<file path="config.mk">
export PLATFORM = sky130hd
export DESIGN_NAME = biss_pos_tx
export DESIGN_NICKNAME = d
export VERILOG_FILES = /design/src/rtl/biss_tx_pkg.sv /design/src/rtl/biss_ma_sync.sv /design/src/rtl/biss_payload_fmt.sv /design/src/rtl/biss_crc_ser.sv /design/src/rtl/biss_tmo_timer.sv /design/src/rtl/biss_pos_tx.sv
export SDC_FILE = /design/constraint.sdc
export NUM_CORES = 1
export LEC_CHECK = 0
export BUFFER_PORTS_ARGS = -buffer_cell sky130_fd_sc_hd__buf_2
export CORE_MARGIN = 5
export CORE_UTILIZATION = 67
export CTS_CLUSTER_DIAMETER = 100
export DETAILED_ROUTE_END_ITERATION = 6
export PLACE_DENSITY = 0.91
export REMOVE_ABC_BUFFERS = 1
export SKIP_LAST_GASP = 1
export SLEW_MARGIN = 20
export SYNTH_ARGS = -nofsm -noshare
export SYNTH_HDL_FRONTEND = slang
export SYNTH_HIERARCHICAL = 1
export SYNTH_SLANG_ARGS = --single-unit
export TNS_END_PERCENT = 10
</file>
<file path="constraint.sdc">
create_clock -name clk -period 7.1 [get_ports clk]
set_input_delay 0.71 -clock clk [delete_from_list [all_inputs] [get_ports clk]]
set_output_delay 0.71 -clock clk [all_outputs]
set_load 0.02 [all_outputs]
</file>
<file path="src/rtl/biss_tx_pkg.sv">
// Package: shared constants, state type and field helpers for the position
// frame transmitter. Assumes the multiturn length codes are fixed at 0/8/12/24.
package biss_tx_pkg;

    localparam int MT_MAX_W  = 24;
    localparam int ST_MAX_W  = 13;
    localparam int ST_MIN_W  = 3;
    localparam int CRC_MAX_W = 6;
    localparam int PL_MAX_W  = MT_MAX_W + ST_MAX_W + 2;
    localparam int LEN_W     = $clog2(PL_MAX_W + 1);

    // Low-order taps of the two generator polynomials (leading term implied).
    localparam logic [5:0] TAPS_CRC6 = 6'h03;   // x^6 + x + 1
    localparam logic [5:0] TAPS_CRC5 = 6'h05;   // x^5 + x^2 + 1

    typedef enum logic [2:0] {
        TX_IDLE,
        TX_WAIT,
        TX_HDR,
        TX_DATA,
        TX_CRC,
        TX_TMO
    } tx_state_t;

    // Multiturn field width for a length code.
    function automatic logic [4:0] mt_width(input logic [1:0] code);
        case (code)
            2'd0:    return 5'd0;
            2'd1:    return 5'd8;
            2'd2:    return 5'd12;
            default: return 5'd24;
        endcase
    endfunction

    // Angle width clamped to the legal range.
    function automatic logic [3:0] st_width(input logic [3:0] req);
        if (req < 4'(ST_MIN_W))
            return 4'(ST_MIN_W);
        if (req > 4'(ST_MAX_W))
            return 4'(ST_MAX_W);
        return req;
    endfunction

endpackage

</file>
<file path="src/rtl/biss_ma_sync.sv">
// Master clock synchronizer and edge detector.
// Brings the asynchronous master clock into the clk domain with two flops,
// flags single-cycle rising and falling events, and measures the rise-to-rise
// distance in clk cycles. Assumes the line idles high and that edges are
// spaced wider than the synchronizer latency.
module biss_ma_sync #(
    parameter int PER_W = 8
) (
    input  logic             clk,
    input  logic             rst_n,
    input  logic             ma_in,
    output logic             ma_rise,
    output logic             ma_fall,
    output logic [PER_W-1:0] period_now
);

    localparam logic [PER_W-1:0] PER_MAX = {PER_W{1'b1}};

    logic             s1, s2, s_d;
    logic [PER_W-1:0] per_cnt;

    // Two-stage synchronizer plus one delay stage for edge detection.
    always_ff @(posedge clk) begin
        if (!rst_n) begin
            s1  <= 1'b1;
            s2  <= 1'b1;
            s_d <= 1'b1;
        end else begin
            s1  <= ma_in;
            s2  <= s1;
            s_d <= s2;
        end
    end

    assign ma_rise = s2 & ~s_d;
    assign ma_fall = ~s2 & s_d;

    // Cycle counter restarted by each rising event, saturating at its maximum.
    always_ff @(posedge clk) begin
        if (!rst_n)
            per_cnt <= '0;
        else if (ma_rise)
            per_cnt <= '0;
        else if (per_cnt != PER_MAX)
            per_cnt <= per_cnt + 1'b1;
    end

    // Distance from the previous rise to the current cycle, inclusive.
    assign period_now = (per_cnt == PER_MAX) ? PER_MAX : per_cnt + 1'b1;

    a_r10_period_nonzero: assert property (@(posedge clk) disable iff (!rst_n)
        ma_rise |-> (period_now != '0));

    a_r3_edges_exclusive: assert property (@(posedge clk) disable iff (!rst_n)
        ma_rise |=> !ma_rise);

endmodule

</file>
<file path="src/rtl/biss_payload_fmt.sv">
// Payload formatter (combinational).
// Packs the captured multiturn field, angle field and the two error bits into
// a right-justified word and reports its length and CRC width choice.
// Assumes the inputs are held stable for the whole frame by the caller.
module biss_payload_fmt
    import biss_tx_pkg::*;
(
    input  logic [1:0]          mt_code,
    input  logic [3:0]          st_bits,
    input  logic                crc6_force,
    input  logic [MT_MAX_W-1:0] mt,
    input  logic [ST_MAX_W-1:0] st,
    input  logic                e_amp,
    input  logic                e_freq,
    output logic [PL_MAX_W-1:0] word,
    output logic [LEN_W-1:0]    len,
    output logic                use6
);

    logic [4:0]          mtw;
    logic [3:0]          stw;
    logic [3:0]          st_shift;
    logic [MT_MAX_W-1:0] mt_f;
    logic [ST_MAX_W-1:0] st_f;

    // Field widths, masking of the multiturn count and alignment of the angle.
    always_comb begin
        mtw      = mt_width(mt_code);
        stw      = st_width(st_bits);
        st_shift = 4'(ST_MAX_W) - stw;
        for (int i = 0; i < MT_MAX_W; i++)
            mt_f[i] = (i < int'(mtw)) ? mt[i] : 1'b0;
        st_f = st >> st_shift;
    end

    // Concatenate the fields: multiturn high, angle, then the two error bits.
    always_comb begin
        word = ({{(PL_MAX_W-MT_MAX_W){1'b0}}, mt_f} << (5'(stw) + 5'd2))
             | ({{(PL_MAX_W-ST_MAX_W){1'b0}}, st_f} << 2)
             | {{(PL_MAX_W-2){1'b0}}, e_amp, e_freq};
        len  = LEN_W'(mtw) + LEN_W'(stw) + LEN_W'(2);
        use6 = crc6_force | mt_code[1];
    end

endmodule

</file>
<file path="src/rtl/biss_crc_ser.sv">
// Serial CRC generator, MSB first, zero start value.
// Runs either the 5-bit or the 6-bit polynomial in one 6-bit register; in
// 5-bit mode the top bit is kept at zero. Assumes use6 does not change
// between a clear and the last data bit.
module biss_crc_ser
    import biss_tx_pkg::*;
(
    input  logic                 clk,
    input  logic                 rst_n,
    input  logic                 clr,
    input  logic                 en,
    input  logic                 din,
    input  logic                 use6,
    output logic [CRC_MAX_W-1:0] crc
);

    logic                 fb;
    logic [CRC_MAX_W-1:0] nxt;

    // Next remainder for one input bit.
    always_comb begin
        fb  = din ^ (use6 ? crc[5] : crc[4]);
        nxt = {crc[4:0], 1'b0};
        if (!use6)
            nxt[5] = 1'b0;
        if (fb)
            nxt = nxt ^ (use6 ? TAPS_CRC6 : TAPS_CRC5);
    end

    // Remainder register: cleared at capture, stepped once per payload bit.
    always_ff @(posedge clk) begin
        if (!rst_n || clr)
            crc <= '0;
        else if (en)
            crc <= nxt;
    end

    a_r8_clear_to_zero: assert property (@(posedge clk) disable iff (!rst_n)
        clr |=> (crc == '0));

    a_r7_crc5_top_quiet: assert property (@(posedge clk) disable iff (!rst_n)
        (en && !use6) |=> !crc[5]);

endmodule

</file>
<file path="src/rtl/biss_tmo_timer.sv">
// End-of-frame timeout down-counter.
// A load sets the counter to one less than the requested length; it then
// counts down to zero and rests there. Assumes load_val is at least 1.
module biss_tmo_timer #(
    parameter int CNT_W = 8
) (
    input  logic             clk,
    input  logic             rst_n,
    input  logic             load,
    input  logic [CNT_W-1:0] load_val,
    output logic             zero
);

    logic [CNT_W-1:0] cnt;

    // Load or decrement the remaining timeout length.
    always_ff @(posedge clk) begin
        if (!rst_n)
            cnt <= '0;
        else if (load)
            cnt <= load_val - 1'b1;
        else if (cnt != '0)
            cnt <= cnt - 1'b1;
    end

    assign zero = (cnt == '0);

    a_r9_counts_down: assert property (@(posedge clk) disable iff (!rst_n)
        (!load && cnt != '0) |=> (cnt == $past(cnt) - 1'b1));

    a_r9_load_nonzero: assert property (@(posedge clk) disable iff (!rst_n)
        load |-> (load_val != '0));

endmodule

</file>
<file path="src/rtl/biss_pos_tx.sv">
// Position frame transmitter, slave side.
// Captures a position snapshot on the master's first falling clock edge, then
// sends preamble, payload and inverted CRC (or payload only in SSI mode) on
// later rising edges, and ends with a line-low timeout. Assumes master clock
// edges are spaced by more than three clk cycles.
module biss_pos_tx
    import biss_tx_pkg::*;
#(
    parameter int PER_W    = 8,
    parameter int TO_LONG  = 46,
    parameter int TO_SHORT = 3
) (
    input  logic                clk,
    input  logic                rst_n,
    input  logic                ma,
    input  logic [MT_MAX_W-1:0] pos_mt,
    input  logic [ST_MAX_W-1:0] pos_st,
    input  logic                err_amp,
    input  logic                err_freq,
    input  logic [1:0]          cfg_mt_len,
    input  logic [3:0]          cfg_st_bits,
    input  logic                cfg_crc6,
    input  logic                cfg_short_tmo,
    input  logic                cfg_adapt_tmo,
    input  logic                cfg_ssi,
    output logic                slo
);

    localparam logic [PER_W-1:0] TMO_L = PER_W'(TO_LONG);
    localparam logic [PER_W-1:0] TMO_S = PER_W'(TO_SHORT);

    tx_state_t state;

    logic ma_rise, ma_fall;
    logic [PER_W-1:0] period_now;

    logic [MT_MAX_W-1:0] snap_mt;
    logic [ST_MAX_W-1:0] snap_st;
    logic                snap_amp, snap_freq;
    logic [1:0]          l_mt_len;
    logic [3:0]          l_st_bits;
    logic                l_crc6, l_short, l_adapt, l_ssi;

    logic [PL_MAX_W-1:0]  word;
    logic [LEN_W-1:0]     len;
    logic                 use6;
    logic [CRC_MAX_W-1:0] crc;

    logic [LEN_W-1:0] idx;
    logic             done;
    logic             hdr_first;

    logic             capture;
    logic             crc_en;
    logic             crc_din;
    logic             tmo_load;
    logic [PER_W-1:0] tmo_val;
    logic             tmo_zero;

    biss_ma_sync #(.PER_W(PER_W)) u_sync (
        .clk        (clk),
        .rst_n      (rst_n),
        .ma_in      (ma),
        .ma_rise    (ma_rise),
        .ma_fall    (ma_fall),
        .period_now (period_now)
    );

    biss_payload_fmt u_fmt (
        .mt_code    (l_mt_len),
        .st_bits    (l_st_bits),
        .crc6_force (l_crc6),
        .mt         (snap_mt),
        .st         (snap_st),
        .e_amp      (snap_amp),
        .e_freq     (snap_freq),
        .word       (word),
        .len        (len),
        .use6       (use6)
    );

    biss_crc_ser u_crc (
        .clk   (clk),
        .rst_n (rst_n),
        .clr   (capture),
        .en    (crc_en),
        .din   (crc_din),
        .use6  (use6),
        .crc   (crc)
    );

    biss_tmo_timer #(.CNT_W(PER_W)) u_tmo (
        .clk      (clk),
        .rst_n    (rst_n),
        .load     (tmo_load),
        .load_val (tmo_val),
        .zero     (tmo_zero)
    );

    // Event decode: capture, CRC stepping and timeout start.
    always_comb begin
        capture  = (state == TX_IDLE) && ma_fall;
        crc_din  = word[idx];
        crc_en   = ma_rise && (state == TX_DATA) && !done;
        tmo_load = ma_rise && done &&
                   ((state == TX_CRC) || (state == TX_DATA && l_ssi));
        if (l_adapt)
            tmo_val = period_now;
        else
            tmo_val = l_short ? TMO_S : TMO_L;
    end

    // Snapshot of position, flags and configuration at frame start.
    always_ff @(posedge clk) begin
        if (!rst_n) begin
            snap_mt   <= '0;
            snap_st   <= '0;
            snap_amp  <= 1'b0;
            snap_freq <= 1'b0;
            l_mt_len  <= '0;
            l_st_bits <= '0;
            l_crc6    <= 1'b0;
            l_short   <= 1'b0;
            l_adapt   <= 1'b0;
            l_ssi     <= 1'b0;
        end else if (capture) begin
            snap_mt   <= pos_mt;
            snap_st   <= pos_st;
            snap_amp  <= err_amp;
            snap_freq <= err_freq;
            l_mt_len  <= cfg_mt_len;
            l_st_bits <= cfg_st_bits;
            l_crc6    <= cfg_crc6;
            l_short   <= cfg_short_tmo;
            l_adapt   <= cfg_adapt_tmo;
            l_ssi     <= cfg_ssi;
        end
    end

    // Frame sequencer and line driver, one bit per synchronized rising edge.
    always_ff @(posedge clk) begin
        if (!rst_n) begin
            state     <= TX_IDLE;
            slo       <= 1'b1;
            idx       <= '0;
            done      <= 1'b0;
            hdr_first <= 1'b0;
        end else begin
            case (state)
                TX_IDLE: begin
                    slo <= 1'b1;
                    if (ma_fall)
                        state <= TX_WAIT;
                end
                TX_WAIT: begin
                    if (ma_rise) begin
                        if (l_ssi) begin
                            slo   <= word[len - 1'b1];
                            idx   <= len - LEN_W'(2);
                            done  <= 1'b0;
                            state <= TX_DATA;
                        end else begin
                            slo       <= 1'b0;
                            hdr_first <= 1'b1;
                            state     <= TX_HDR;
                        end
                    end
                end
                TX_HDR: begin
                    if (ma_rise) begin
                        if (hdr_first) begin
                            slo       <= 1'b1;
                            hdr_first <= 1'b0;
                        end else begin
                            slo   <= 1'b0;
                            idx   <= len - 1'b1;
                            done  <= 1'b0;
                            state <= TX_DATA;
                        end
                    end
                end
                TX_DATA: begin
                    if (ma_rise) begin
                        if (!done) begin
                            slo <= word[idx];
                            if (idx == '0)
                                done <= 1'b1;
                            else
                                idx <= idx - 1'b1;
                        end else if (l_ssi) begin
                            slo   <= 1'b0;
                            state <= TX_TMO;
                        end else begin
                            slo   <= ~(use6 ? crc[5] : crc[4]);
                            idx   <= use6 ? LEN_W'(4) : LEN_W'(3);
                            done  <= 1'b0;
                            state <= TX_CRC;
                        end
                    end
                end
                TX_CRC: begin
                    if (ma_rise) begin
                        if (!done) begin
                            slo <= ~crc[idx[2:0]];
                            if (idx == '0)
                                done <= 1'b1;
                            else
                                idx <= idx - 1'b1;
                        end else begin
                            slo   <= 1'b0;
                            state <= TX_TMO;
                        end
                    end
                end
                TX_TMO: begin
                    if (tmo_zero) begin
                        slo   <= 1'b1;
                        state <= TX_IDLE;
                    end
                end
                default: begin
                    slo   <= 1'b1;
                    state <= TX_IDLE;
                end
            endcase
        end
    end

    a_r1_idle_line_high: assert property (@(posedge clk) disable iff (!rst_n)
        (state == TX_IDLE || state == TX_WAIT) |-> slo);

    a_r9_low_during_timeout: assert property (@(posedge clk) disable iff (!rst_n)
        (state == TX_TMO) |-> !slo);

    a_r11_timeout_holds: assert property (@(posedge clk) disable iff (!rst_n)
        (state == TX_TMO && !tmo_zero) |=> (state == TX_TMO));

    a_r2_snapshot_stable: assert property (@(posedge clk) disable iff (!rst_n)
        (state != TX_IDLE && $past(state) != TX_IDLE) |->
            ($stable(snap_mt) && $stable(snap_st) && $stable(l_mt_len)));

    a_r12_ssi_skips_framing: assert property (@(posedge clk) disable iff (!rst_n)
        (l_ssi && state != TX_IDLE) |-> (state != TX_HDR && state != TX_CRC));

    a_r6_length_in_range: assert property (@(posedge clk) disable iff (!rst_n)
        (state != TX_IDLE) |->
            (len >= LEN_W'(ST_MIN_W + 2) && len <= LEN_W'(PL_MAX_W)));

endmodule

</file>
# Word level (Yosys, flattened, before mapping)
# Index checks and enable logic that the tools add are counted.
# op_classes
add_sub_neg	10
magnitude_cmp	29
eq_ne	22
shifts	2
n_mux	97
bitwise	12
n_reduce_logical	24
# ops
operator	n
$mux W6	12
$mux W1	57
$lt A4 B5 Y1 const A	8
$lt A5 B5 Y1 const A	8
$or A39 B15 Y39	1
$or A39 B2 Y39	1
$shl A24 B5 Y39	1
$mux W3	11
$mux W8	4
$ne A2 B2 Y1 const B	12
$pmux W6 S4	1
$lt A3 B5 Y1 const A	4
$pmux W3 S6	1
$reduce_and A9 Y1	2
$mux W4	4
$sub A8 B1 Y8 const B	2
$pmux W5 S3	1
$lt A6 B7 Y1 const B	2
$shr A13 B4 Y13	1
$bmux W1 S6	2
$sub A6 B1 Y6 const B	2
$lt A1 B5 Y1 const A	2
$lt A2 B5 Y1 const A	2
$add A8 B1 Y8 const B	1
other kinds (39)	54
# totals
ff_bits	86
inputBits	52
output_inout_bits	1
wordCells	217

# Longest topological paths before layout
# Gate-level depths: netlist of the first run.
# logic_depth
word_depth	14
depth_mapped	20
ltp_nobuf	16

# Cells and area by module
# The synthesis of the first run kept the hierarchy.
# by_module_without_submodules
module	n_inst	cells_per_inst	area_per_inst_um2	seq_area_each_um2
biss_pos_tx	1	462	3701.0	1221.2
biss_payload_fmt	1	387	2373.5	0.0
biss_ma_sync	1	62	535.5	220.2
biss_tmo_timer	1	54	496.7	160.2
biss_crc_ser	1	31	292.8	120.1

# Least setup slack after synthesis of the first run
# Ideal clock, no wire load.
# synth_path
kind	flip-flop to flip-flop
start	register l_st_bits[2]
end	register slo
setup_time_ns	0.120
arrival_ns	3.426
required_ns	6.980
setup_slack_ns	3.555
path_stages_with_launch	16
path_buffers	4
period_less_slack_ns	3.545
path_cell_list	dfxtp_1 > buf_6 > o21bai_2 > nor2_8 > inv_4 > buf_6 > buf_2 > buf_2 > inv_1 > ha_1 > xnor2_2 > mux4_2 > or3_1 > o311ai_1 > a221oi_1 > o31a_1
# synth_between
word_cells_on_any_way	26
classes_between	add/sub: 5; order compare: 2; shift: 2; mux: 15; bitwise: 2
# synth_lines
element	line_no	text
start: declaration	biss_pos_tx.sv:41	logic [3:0] l_st_bits;
start signal: assignment	biss_pos_tx.sv:132	l_st_bits <= cfg_st_bits;
$gt A4 B4 Y1	biss_tx_pkg.sv:39	if (req > 4'(ST_MAX_W))
$mux W1 (2 in series)	biss_tx_pkg.sv:39	
$mux W4	biss_tx_pkg.sv:41	return req;
$mux W4 (*)	biss_tx_pkg.sv:39	
$add A5 B4 Y6 (*)	biss_payload_fmt.sv:41	len = LEN_W'(mtw) + LEN_W'(stw) + LEN_W'(2);
$add A6 B2 Y6 (*)	biss_payload_fmt.sv:41	
via len[0]	biss_pos_tx.sv:45	logic [LEN_W-1:0] len;
$sub A6 B1 Y6 (*)	biss_pos_tx.sv:158	slo <= word[len - 1'b1];
$bmux W1 S6 (*)	biss_pos_tx.sv:158	
$mux W1 (implied by the code) (*)	biss_pos_tx.sv:158	
$mux W1 (*)	biss_pos_tx.sv:157	if (l_ssi) begin
$mux W1 (*)	biss_pos_tx.sv:156	if (ma_rise) begin
$pmux W1 S5 (*)	biss_pos_tx.sv:149	case (state)
end signal: assignment	biss_pos_tx.sv:158	
end signal: assignment	biss_pos_tx.sv:185	slo <= word[idx];
end signal: assignment	biss_pos_tx.sv:194	slo <= ~(use6 ? crc[5] : crc[4]);
end: declaration	biss_pos_tx.sv:26	output logic slo
# The timed path passes the listed nets; every way through them passes the cells marked *. The select of a mux whose other input is x is not followed.
# A chain may end at the register's enable or synchronous reset.

# Worst setup path in the final report of the first run
# layout_path
start	register l_st_bits[3]
end	register u_crc.crc[1]
# layout_between
elab_chain_cells	13
word_cells_on_any_way	18
classes_between	add/sub: 2; order compare: 2; shift: 2; mux: 9; bitwise: 3
# layout_lines
element	line_no	text
$gt A4 B4 Y1	biss_tx_pkg.sv:39	
$mux W1 (2 in series)	biss_tx_pkg.sv:39	
$mux W4	biss_tx_pkg.sv:41	
$mux W4 (*)	biss_tx_pkg.sv:39	
$add A4 B2 Y5 (*)	biss_payload_fmt.sv:38	word = ({{(PL_MAX_W-MT_MAX_W){1'b0}}, mt_f} << (5'(stw) + 5'd2))
$shl A24 B5 Y39 (*)	biss_payload_fmt.sv:38	
$or A39 B15 Y39 (*)	biss_payload_fmt.sv:39	| ({{(PL_MAX_W-ST_MAX_W){1'b0}}, st_f} << 2)
$or A39 B2 Y39 (*)	biss_payload_fmt.sv:40	| {{(PL_MAX_W-2){1'b0}}, e_amp, e_freq};
via word[21]	biss_pos_tx.sv:44	logic [PL_MAX_W-1:0] word;
$bmux W1 S6 (*)	biss_pos_tx.sv:103	crc_din = word[idx];
$mux W1 (implied by the code) (*)	biss_pos_tx.sv:103	
via crc_din	biss_pos_tx.sv:55	logic crc_din;
$xor A1 B1 Y1 (*)	biss_crc_ser.sv:22	fb = din ^ (use6 ? crc[5] : crc[4]);
$mux W6 (*)	biss_crc_ser.sv:26	if (fb)
end signal: assignment	biss_crc_ser.sv:35	crc <= nxt;
end: declaration	biss_crc_ser.sv:14	output logic [CRC_MAX_W-1:0] crc
# Marks and branches as above.

==> Implementation_results.wiki, run 1 <==
{| class="wikitable"
! Metric !! Value
|-
| Outcome || finished clean
|-
| Cts bufs inserted || 9
|-
| Logic gate share of total power || 38.4%
|-
| Port buffer count || 52
|-
| Adder and majority cell fraction of the synthesized area || 1.35%
|-
| Category of the critical setup timing path || flip-flop to flip-flop
|-
| RSZ-0062 raised after global routing || no
|-
| Mux contribution to synthesized area || 12.1%
|-
| Asr flop ratio synth || 0%
|-
| Worst R2R Path Depth || 16
|-
| Switching fraction of total power || 39.6%
|-
| Internal power || 0.909 mW
|-
| Area of the core region || 10800 um2
|-
| Average via count per standard cell || 6.73
|-
| Netlist area before placement || 7400 um2
|-
| Simple-gate area share of the yosys netlist || 26.9%
|-
| Pin count of the biggest net entering global routing || 61
|-
| Hold violation count in the final report || 0
|-
| Portion of total power attributed to the clock network || 21.8%
|-
| Total power divided by cell area || 197 nW/um2
|-
| Io pins || 53
|-
| Pin slew with the least headroom to its limit || 0.861 ns
|-
| Timing-limited maximum frequency || 216 MHz
|-
| Sw power || 0.596 mW
|-
| Largest vdd supply drop || 194 uV
|-
| Fraction of the mapped netlist area in compound gates || 26.8%
|-
| GP Congestion || 1.04
|-
| Sink Count || 86
|-
| Post-CTS Resized || 0
|-
| Parity-gate share of the synthesized area counting xor and xnor cells || 2.47%
|-
| Global-route wire length before repair || 33500 um
|-
| Pre-Repair DR Iteration Count || 6
|-
| Count of standard-cell rows || 38
|-
| Post-DP HPWL || 14500 um
|-
| Final setup violation count || 0
|-
| Leftover overflow at the end of global routing || 0
|-
| Sort of element at the start of the critical path || flip-flop
|-
| Storage element area || 1720 um2
|-
| Setup TNS || 0 ns
|-
| Setup Fix Bufs, Post-CTS || 0
|-
| Routed length per placed instance || 18.1 um
|-
| Worst EP required || 7.40 ns
|-
| Die height || 115 um
|-
| Final period demand of the worst path || 4.64 ns
|-
| Maximum buffer depth of the clock tree || 2
|-
| Wire length after detailed routing || 20500 um
|-
| Post-CTS Hold Buffers || 0
|-
| Remaining antenna violation count after routing || 0
|-
| Effective utilization at floorplan || 68.3%
|-
| Yosys cell types || 96
|-
| Static leakage || 2.65 nW
|-
| Via count || 7603
|-
| Critical-path maximum fanout || 36
|-
| Layout fillers || 929
|-
| Multi-input gate area || 5160 um2
|-
| Warnings from Yosys || 6
|-
| Kind of end point of the critical path || flip-flop
|-
| Floorplan die width || 115 um
|-
| Total of max-cap violations || 0
|-
| Final worst clock skew || 0.0116 ns
|-
| Number of global-route vias before repair || 6784
|-
| CP arrival || 4.94 ns
|-
| Main synth FF type || sky130_fd_sc_hd__dfxtp_1
|-
| Register clock-pin slew on the reported worst setup and hold paths || 0.09 ns
|-
| Detail Route met2 WL || 9350 um
|-
| Met3 WL || 1750 um
|-
| Antenna cell count || 0
|-
| Clock Tree Root || sky130_fd_sc_hd__clkbuf_8
|-
| Combined global-route utilization of all metal layers || 31.0%
|-
| Placed Cells incl. Taps || 1115
|-
| Worst relative slew slack || 42.5%
|-
| Number of register bits inferred by synthesis || 86
|-
| Post-layout nets || 1046
|-
| Synthesized area divided by synthesized cell count || 7.43 um2
|-
| Synthesized instance count || 996
|-
| Largest family of logic cells by synthesized area || simple AND/OR/NAND/NOR gates
|-
| Skew-Pair Late Insertion Delay || 0.39 ns
|-
| Class of the worst hold path || flip-flop to flip-flop
|-
| CTS tree || done
|-
| Share of cells above drive strength 1 || 14.0%
|-
| Total number of H-tree levels || 3
|-
| Part of the power in registers || 39.8%
|-
| Signed area change from the synthesized netlist to the final layout || 3.47%
|-
| Remaining routing DRC violations || 0
|-
| EDFF count, synth || 0
|-
| Cell Count, Final, Fillers Out || 1130
|-
| Period utilization || 65.4%
|-
| Metal-1 WL || 8580 um
|-
| Sequential fraction of the synthesis area || 23.3%
|-
| Highest routed layer || met4
|-
| Instance count along the most critical hold path || 1
|-
| Number of antenna violations at the first check in global routing || 0
|-
| DRT iter0 DRCs || 1060
|-
| Final max-slew violation count || 0
|-
| Die ar. || 13200 um2
|}
==> flip-flops by register name, summed over array words and instances (netlist names), 2 cells and up <==
| register | cells |
|---|---|
| l_mt_len | 2 |
| idx | 6 |
| snap_mt | 24 |
| u_crc/crc | 6 |
| state | 3 |
| l_st_bits | 4 |
| u_tmo/cnt | 8 |
| snap_st | 13 |
| u_sync/per_cnt | 8 |
==> routing by layer <==
metal / up-vias / track usage [%]
li1: 3608 / -
met5: - / 0
met2: 414 / 50.0
met1: 3496 / 40.0
met3: 85 / 7.00
met4: 0 / 12.8
==> critical path, cell delays in order (launching register included) <==
cell and delay (ns):
sky130_fd_sc_hd__dfxtp_1 0.31, sky130_fd_sc_hd__buf_4 0.32, sky130_fd_sc_hd__and2_1 0.66, sky130_fd_sc_hd__nor2_8 0.21, sky130_fd_sc_hd__inv_2 0.39, sky130_fd_sc_hd__mux4_2 0.38
sky130_fd_sc_hd__a21oi_2 0.20, sky130_fd_sc_hd__nor2_1 0.06, sky130_fd_sc_hd__o22a_1 0.26, sky130_fd_sc_hd__mux4_2 0.45, sky130_fd_sc_hd__mux2_2 0.27, sky130_fd_sc_hd__a31oi_1 0.22
sky130_fd_sc_hd__nand2_1 0.17, sky130_fd_sc_hd__xor2_1 0.16, sky130_fd_sc_hd__nand2_1 0.08, sky130_fd_sc_hd__xor2_1 0.15, sky130_fd_sc_hd__a211oi_1 0.26
==> per-stage QoR <==
| step | setup WS [ns] | total power, mW | util (%) | hold slack [ns] | cell area [um2] |
|---|---|---|---|---|---|
| floorplan | 2.82 | 1.02 | - | 0.386 | 6970 |
| global placement | 2.71 | 1.16 | 68.9 | 0.410 | 7460 |
| detailed placement | 2.54 | 1.17 | 68.9 | 0.410 | 7460 |
| CTS | 2.52 | 1.50 | 70.5 | 0.442 | 7650 |
| global route | 2.11 | 1.60 | 70.6 | 0.452 | 7660 |
| finish | 2.46 | 1.50 | 70.6 | 0.436 | 7660 |
==> power groups by stage <==
| stage | logic, mW | registers (mW) | clock network [mW] |
|---|---|---|---|
| floorplan | 0.427 | 0.595 | 0 |
| global placement | 0.552 | 0.605 | 0 |
| detailed placement | 0.562 | 0.608 | 0 |
| CTS | 0.566 | 0.596 | 0.337 |
| global route | 0.634 | 0.608 | 0.356 |
| finish | 0.578 | 0.600 | 0.328 |
==> cell families (layout without fill, tap and decap cells) <==
kind of cell,count (synthesis),count (layout)
AND/OR/NAND/NOR,406,406
AO/OA/AOI/OAI,305,305
flip-flops,86,86
multiplexers,65,65
adder cells (fa/ha/maj),8,8
XOR/XNOR,20,20
buffers and inverters,106,100
==> layout make-up <==
type	count	area share, %
Multi-Input combinational cell	804	67.4
Sequential cell	86	22.5
Timing Repair Buffer	59	4.09
Tap cell	140	2.29
Clock buffer	11	1.98
Inverter	26	1.31
Clock inverter	4	0.409
==> Yosys cell counts, types with 4 or more instances <==
| master | n | share of area, % |
|---|---|---|
| sky130_fd_sc_hd__or2_2 | 8 | 0.68 |
| sky130_fd_sc_hd__inv_1 | 22 | 1.1 |
| sky130_fd_sc_hd__o22a_1 | 9 | 1.1 |
| sky130_fd_sc_hd__nand3_1 | 39 | 2.6 |
| sky130_fd_sc_hd__a31oi_1 | 10 | 0.85 |
| sky130_fd_sc_hd__and2_1 | 9 | 0.76 |
| sky130_fd_sc_hd__dfxtp_1 | 86 | 23 |
| sky130_fd_sc_hd__a211oi_1 | 9 | 0.91 |
| sky130_fd_sc_hd__o21a_1 | 8 | 0.81 |
| sky130_fd_sc_hd__nand4_1 | 8 | 0.68 |
| sky130_fd_sc_hd__nor2b_1 | 11 | 0.93 |
| sky130_fd_sc_hd__nor3_1 | 28 | 1.9 |
| sky130_fd_sc_hd__o22ai_1 | 13 | 1.1 |
| sky130_fd_sc_hd__o221ai_1 | 7 | 0.83 |
| sky130_fd_sc_hd__nor2_1 | 62 | 3.1 |
| sky130_fd_sc_hd__or3b_1 | 4 | 0.47 |
| sky130_fd_sc_hd__o21bai_1 | 6 | 0.61 |
| sky130_fd_sc_hd__a21o_1 | 5 | 0.51 |
| sky130_fd_sc_hd__buf_2 | 24 | 1.6 |
| sky130_fd_sc_hd__mux2_2 | 7 | 1.1 |
| sky130_fd_sc_hd__nor3b_1 | 6 | 0.61 |
| sky130_fd_sc_hd__mux2i_1 | 38 | 5.1 |
| sky130_fd_sc_hd__nand2b_1 | 23 | 1.9 |
| sky130_fd_sc_hd__ha_1 | 8 | 1.4 |
| sky130_fd_sc_hd__clkbuf_1 | 38 | 1.9 |
| sky130_fd_sc_hd__xor2_1 | 8 | 0.95 |
| sky130_fd_sc_hd__buf_4 | 8 | 0.81 |
| sky130_fd_sc_hd__o211ai_1 | 7 | 0.71 |
| sky130_fd_sc_hd__buf_6 | 9 | 1.4 |
| sky130_fd_sc_hd__and3_1 | 8 | 0.68 |
| sky130_fd_sc_hd__a22oi_1 | 5 | 0.51 |
| sky130_fd_sc_hd__a211o_1 | 4 | 0.47 |
| sky130_fd_sc_hd__o21ai_0 | 58 | 3.9 |
| sky130_fd_sc_hd__a21oi_1 | 108 | 7.3 |
| sky130_fd_sc_hd__nand3b_1 | 5 | 0.51 |
| sky130_fd_sc_hd__nand2_1 | 166 | 8.4 |
| sky130_fd_sc_hd__nor4_1 | 4 | 0.34 |
| sky130_fd_sc_hd__a221oi_1 | 4 | 0.47 |
| sky130_fd_sc_hd__xnor2_1 | 11 | 1.3 |
| sky130_fd_sc_hd__or3_1 | 5 | 0.42 |
| sky130_fd_sc_hd__o2bb2ai_1 | 4 | 0.47 |
| sky130_fd_sc_hd__mux4_2 | 19 | 5.8 |
==> worst paths after layout <==
check,slack [ns],to,from
max reg2reg,2.46,u_crc/crc[1]$_SDFFE_PP0P_,l_st_bits[3]$_SDFFE_PN0P_
min reg2reg,0.44,u_sync/s2$_SDFF_PN1_,u_sync/s1$_SDFF_PN1_
min,0.44,u_sync/s2$_SDFF_PN1_,u_sync/s1$_SDFF_PN1_
max,2.46,u_crc/crc[1]$_SDFFE_PP0P_,l_st_bits[3]$_SDFFE_PN0P_
==> cell usage in the layout, fill, tap and decap left out, types with 9 or more instances in the layout <==
cell                         n
sky130_fd_sc_hd__mux2i_1    38
sky130_fd_sc_hd__nand3_1    38
sky130_fd_sc_hd__nor3_1     28
sky130_fd_sc_hd__xnor2_1    11
sky130_fd_sc_hd__nor2_1     62
sky130_fd_sc_hd__nor2b_1    11
sky130_fd_sc_hd__clkbuf_8   11
sky130_fd_sc_hd__nand2b_1   23
sky130_fd_sc_hd__a31oi_1    10
sky130_fd_sc_hd__inv_1      22
sky130_fd_sc_hd__o22a_1      9
sky130_fd_sc_hd__and2_1      9
sky130_fd_sc_hd__a21oi_1   108
sky130_fd_sc_hd__o21ai_0    58
sky130_fd_sc_hd__nand2_1   166
sky130_fd_sc_hd__dfxtp_1    86
sky130_fd_sc_hd__a211oi_1    9
sky130_fd_sc_hd__o22ai_1    13
sky130_fd_sc_hd__mux4_2     19
sky130_fd_sc_hd__buf_2      52
Power figures use the tool's default switching activity.
==> run 2, diff against run 1 <==
--- a/config.mk
+++ b/config.mk
@@ -5,12 +5,13 @@
 export SDC_FILE = /design/constraint.sdc
 export NUM_CORES = 1
 export LEC_CHECK = 0
+export ABC_AREA = 1
 export BUFFER_PORTS_ARGS = -buffer_cell sky130_fd_sc_hd__buf_2
 export CORE_MARGIN = 5
-export CORE_UTILIZATION = 67
+export CORE_UTILIZATION = 56
 export CTS_CLUSTER_DIAMETER = 100
 export DETAILED_ROUTE_END_ITERATION = 6
-export PLACE_DENSITY = 0.91
+export PLACE_DENSITY = 0.82
 export REMOVE_ABC_BUFFERS = 1
 export SKIP_LAST_GASP = 1
 export SLEW_MARGIN = 20
==> constraint.sdc (replaced) <==
create_clock -name clk -period 4 [get_ports clk]
set_input_delay 0.4 -clock clk [delete_from_list [all_inputs] [get_ports clk]]
set_output_delay 0.4 -clock clk [all_outputs]
set_load 0.02 [all_outputs]
==> run 2 against run 1 <==
Global-route usage fell by 3.3 points. Clock skew barely moved. Sequential power rose by 72%. Synthesized cell count grew 29%. Worst hold slack lost 0.21 ns.
==> Implementation_results.wiki, run 2 <==
{| class="wikitable"
! Metric !! Value
|-
| Outcome || finished clean
|-
| Worst hold slack after final layout || 0.225 ns
|-
| Commonest non-fill, non-tap cell in the layout || sky130_fd_sc_hd__nand2_1
|-
| Critical-path maximum fanout || 18
|-
| Remaining routing DRC violations || 0
|-
| EDFF count, synth || 0
|-
| Critical path depth in cells || 21
|-
| Netlist area before placement || 7240 um2
|-
| Total of max-cap violations || 0
|-
| Yosys cell types || 46
|-
| Post-CTS Hold Buffers || 0
|-
| Asr flop ratio synth || 0%
|-
| Largest register by flop count || snap_mt
|-
| Sink Count || 86
|-
| Commonest non-fill, non-tap cells in the layout || sky130_fd_sc_hd__nand2_1 (460), sky130_fd_sc_hd__nand3_1 (214), sky130_fd_sc_hd__inv_1 (117)
|-
| Area fraction of the dominant cell type after synthesis || 23.9%
|-
| Cell taking the most area after synthesis || sky130_fd_sc_hd__nand2_1
|-
| Post-Place Worst Slack || 0.740 ns
|-
| CP arrival || 3.63 ns
|-
| Pin count of the biggest net entering global routing || 53
|-
| Cts bufs inserted || 9
|-
| Number of flip-flops in the largest register || 24
|-
| Timing-limited maximum frequency || 296 MHz
|-
| Sequential fraction of the synthesis area || 23.8%
|-
| Sequence of cells on the critical path || nand3_1 -> buf_4 -> nand3_2 -> clkinv_1 -> o21ai_0 -> and2_1 -> nand2_1 -> nor2_1 -> nand2_1 -> nand2_1 -> a21oi_1 -> nor3_1 -> o21ai_1 -> nand3_1 -> inv_1 -> nand3_2 -> nand3_1 -> nand2_1 -> nand3_1 -> nand2_1 -> inv_1
|-
| Number of global-route vias before repair || 7251
|-
| Effective utilization at floorplan || 57.3%
|-
| Critical-path top delay cell || sky130_fd_sc_hd__dfxtp_1
|-
| Total placed instance area || 7500 um2
|-
| Setup Fix Bufs, Post-CTS || 0
|-
| Post-DP HPWL || 14700 um
|-
| Largest vdd supply drop || 242 uV
|-
| Count of buffer and inverter cells on the critical path || 4
|-
| Final period demand of the worst path || 3.37 ns
|-
| CTS tree || done
|-
| Register clock-pin slew on the reported worst setup and hold paths || 0.07 ns
|-
| Kind of end point of the critical path || flip-flop
|-
| Floorplan die width || 124 um
|-
| Top cells by area, synth || sky130_fd_sc_hd__nand2_1 (24%), sky130_fd_sc_hd__dfxtp_1 (24%), sky130_fd_sc_hd__nand3_1 (15%)
|-
| Number of antenna violations at the first check in global routing || 0
|-
| DRT iter0 DRCs || 1101
|-
| Port buffer count || 52
|-
| Post-route design area || 7780 um2
|-
| Category of the critical setup timing path || flip-flop to flip-flop
|-
| Final setup violation count || 0
|-
| Maximum buffer depth of the clock tree || 2
|-
| Share of cells above drive strength 1 || 11.3%
|-
| Period utilization || 84.4%
|-
| Count of standard-cell rows || 41
|-
| Final core area utilization || 61.6%
|-
| Die ar. || 15300 um2
|-
| Worst relative slew slack || 39.2%
|-
| Io pins || 53
|-
| Main synth FF type || sky130_fd_sc_hd__dfxtp_1
|-
| Total number of H-tree levels || 3
|-
| Total power divided by cell area || 421 nW/um2
|-
| Pin slew with the least headroom to its limit || 0.912 ns
|-
| Remaining antenna violation count after routing || 0
|-
| Instance count along the most critical hold path || 2
|-
| Synthesized area divided by synthesized cell count || 5.63 um2
|-
| Skew-Pair Late Insertion Delay || 0.36 ns
|-
| Pre-Repair DR Iteration Count || 5
|-
| Antenna cell count || 0
|-
| Layout fillers || 1294
|-
| Signed area change from the synthesized netlist to the final layout || 7.50%
|-
| Wire length after detailed routing || 20200 um
|-
| Crit path setup slack, layout || 0.625 ns
|-
| Cell type with the highest occurrence count on the critical path || sky130_fd_sc_hd__nand2_1
|-
| Most repeated cell in the gate-level netlist after synthesis || sky130_fd_sc_hd__nand2_1
|-
| Global-route wire length before repair || 34300 um
|-
| Warnings from Yosys || 6
|-
| Worst EP required || 4.26 ns
|-
| Synthesized instance count || 1285
|-
| Post-layout nets || 1354
|-
| Average via count per standard cell || 5.54
|-
| Hold violation count in the final report || 0
|-
| Largest delay share family, worst path || simple AND/OR/NAND/NOR gates
|-
| Worst R2R Path Depth || 21
|-
| Clock Tree Root || sky130_fd_sc_hd__clkbuf_16
|-
| Via count || 8144
|-
| Sort of element at the start of the critical path || flip-flop
|-
| Leftover overflow at the end of global routing || 0
|-
| Static leakage || 3.60 nW
|-
| GP Congestion || 0.944
|-
| Biggest regs || snap_mt (24), snap_st (13)
|-
| Area of the core region || 12600 um2
|-
| Routed length per placed instance || 13.7 um
|-
| Number of register bits inferred by synthesis || 86
|-
| Die height || 124 um
|-
| RSZ-0062 raised after global routing || no
|-
| Leading cell types by count after synthesis || sky130_fd_sc_hd__nand2_1 (460), sky130_fd_sc_hd__nand3_1 (216), sky130_fd_sc_hd__inv_1 (117), sky130_fd_sc_hd__dfxtp_1 (86), sky130_fd_sc_hd__nor2_1 (86)
|-
| Final worst clock skew || 0.0115 ns
|-
| Post-CTS Resized || 0
|-
| Final max-slew violation count || 0
|-
| Delay contributed by the slowest stage of the critical path || 0.46 ns
|-
| Class of the worst hold path || input port to flip-flop
|-
| Combined global-route utilization of all metal layers || 27.6%
|}
run 2: worst paths after layout:
path / from / slack, ns / endpoint
hold / removal: ma / 0.23 / u_sync/s1$_SDFF_PN1_
setup reg to reg: l_st_bits[2]$_SDFFE_PN0P_ / 0.63 / u_crc/crc[1]$_SDFFE_PP0P_
setup / recovery: l_st_bits[2]$_SDFFE_PN0P_ / 0.63 / u_crc/crc[1]$_SDFFE_PP0P_
hold reg to reg: u_sync/s1$_SDFF_PN1_ / 0.44 / u_sync/s2$_SDFF_PN1_
run 2: cell type report:
cell class / instances / area (um2) / area share (%)
clock buffer: 10 / 239 / 3.07
tap: 172 / 215 / 2.77
multi-input combinational: 997 / 4680 / 60.2
clock inverter: 6 / 43.8 / 0.563
timing repair buffer: 66 / 365 / 4.70
sequential: 86 / 1720 / 22.1
inverter: 134 / 509 / 6.55
run 2: power breakdown:
part,total [mW],switching (mW),internal (mW),leakage [nW]
clock network,0.811,0.369,0.441,0.139
logic,1.44,0.959,0.484,2.76
registers,1.03,0.0793,0.946,0.699
run 2: cell families after synthesis:
logic type	share of synthesized area [%]
simple gates	49.7
buf+inv	11.6
compound gates	11.4
flops	23.8
xor+xnor	2.06
fa+ha+maj	1.38
run 2: routing by layer:
metal,up-vias,GRT usage (%),part of all wire [%]
li1,4123,-,-
met1,3628,39.0,46
met2,357,41.6,43
met3,36,5.13,8.7
met4,0,10.6,2.2
met5,-,0,0
run 2: metrics by stage:
| stage | total power, mW | setup TNS, ns | instances |
|---|---|---|---|
| floorplan | 2.12 | -2.15 | 1217 |
| CTS | 3.27 | 0 | 1471 |
| detailed placement | 2.45 | 0 | 1455 |
| global placement | 2.43 | 0 | 1455 |
| global route | 3.52 | 0 | 1471 |
| finish | 3.28 | 0 | 1471 |
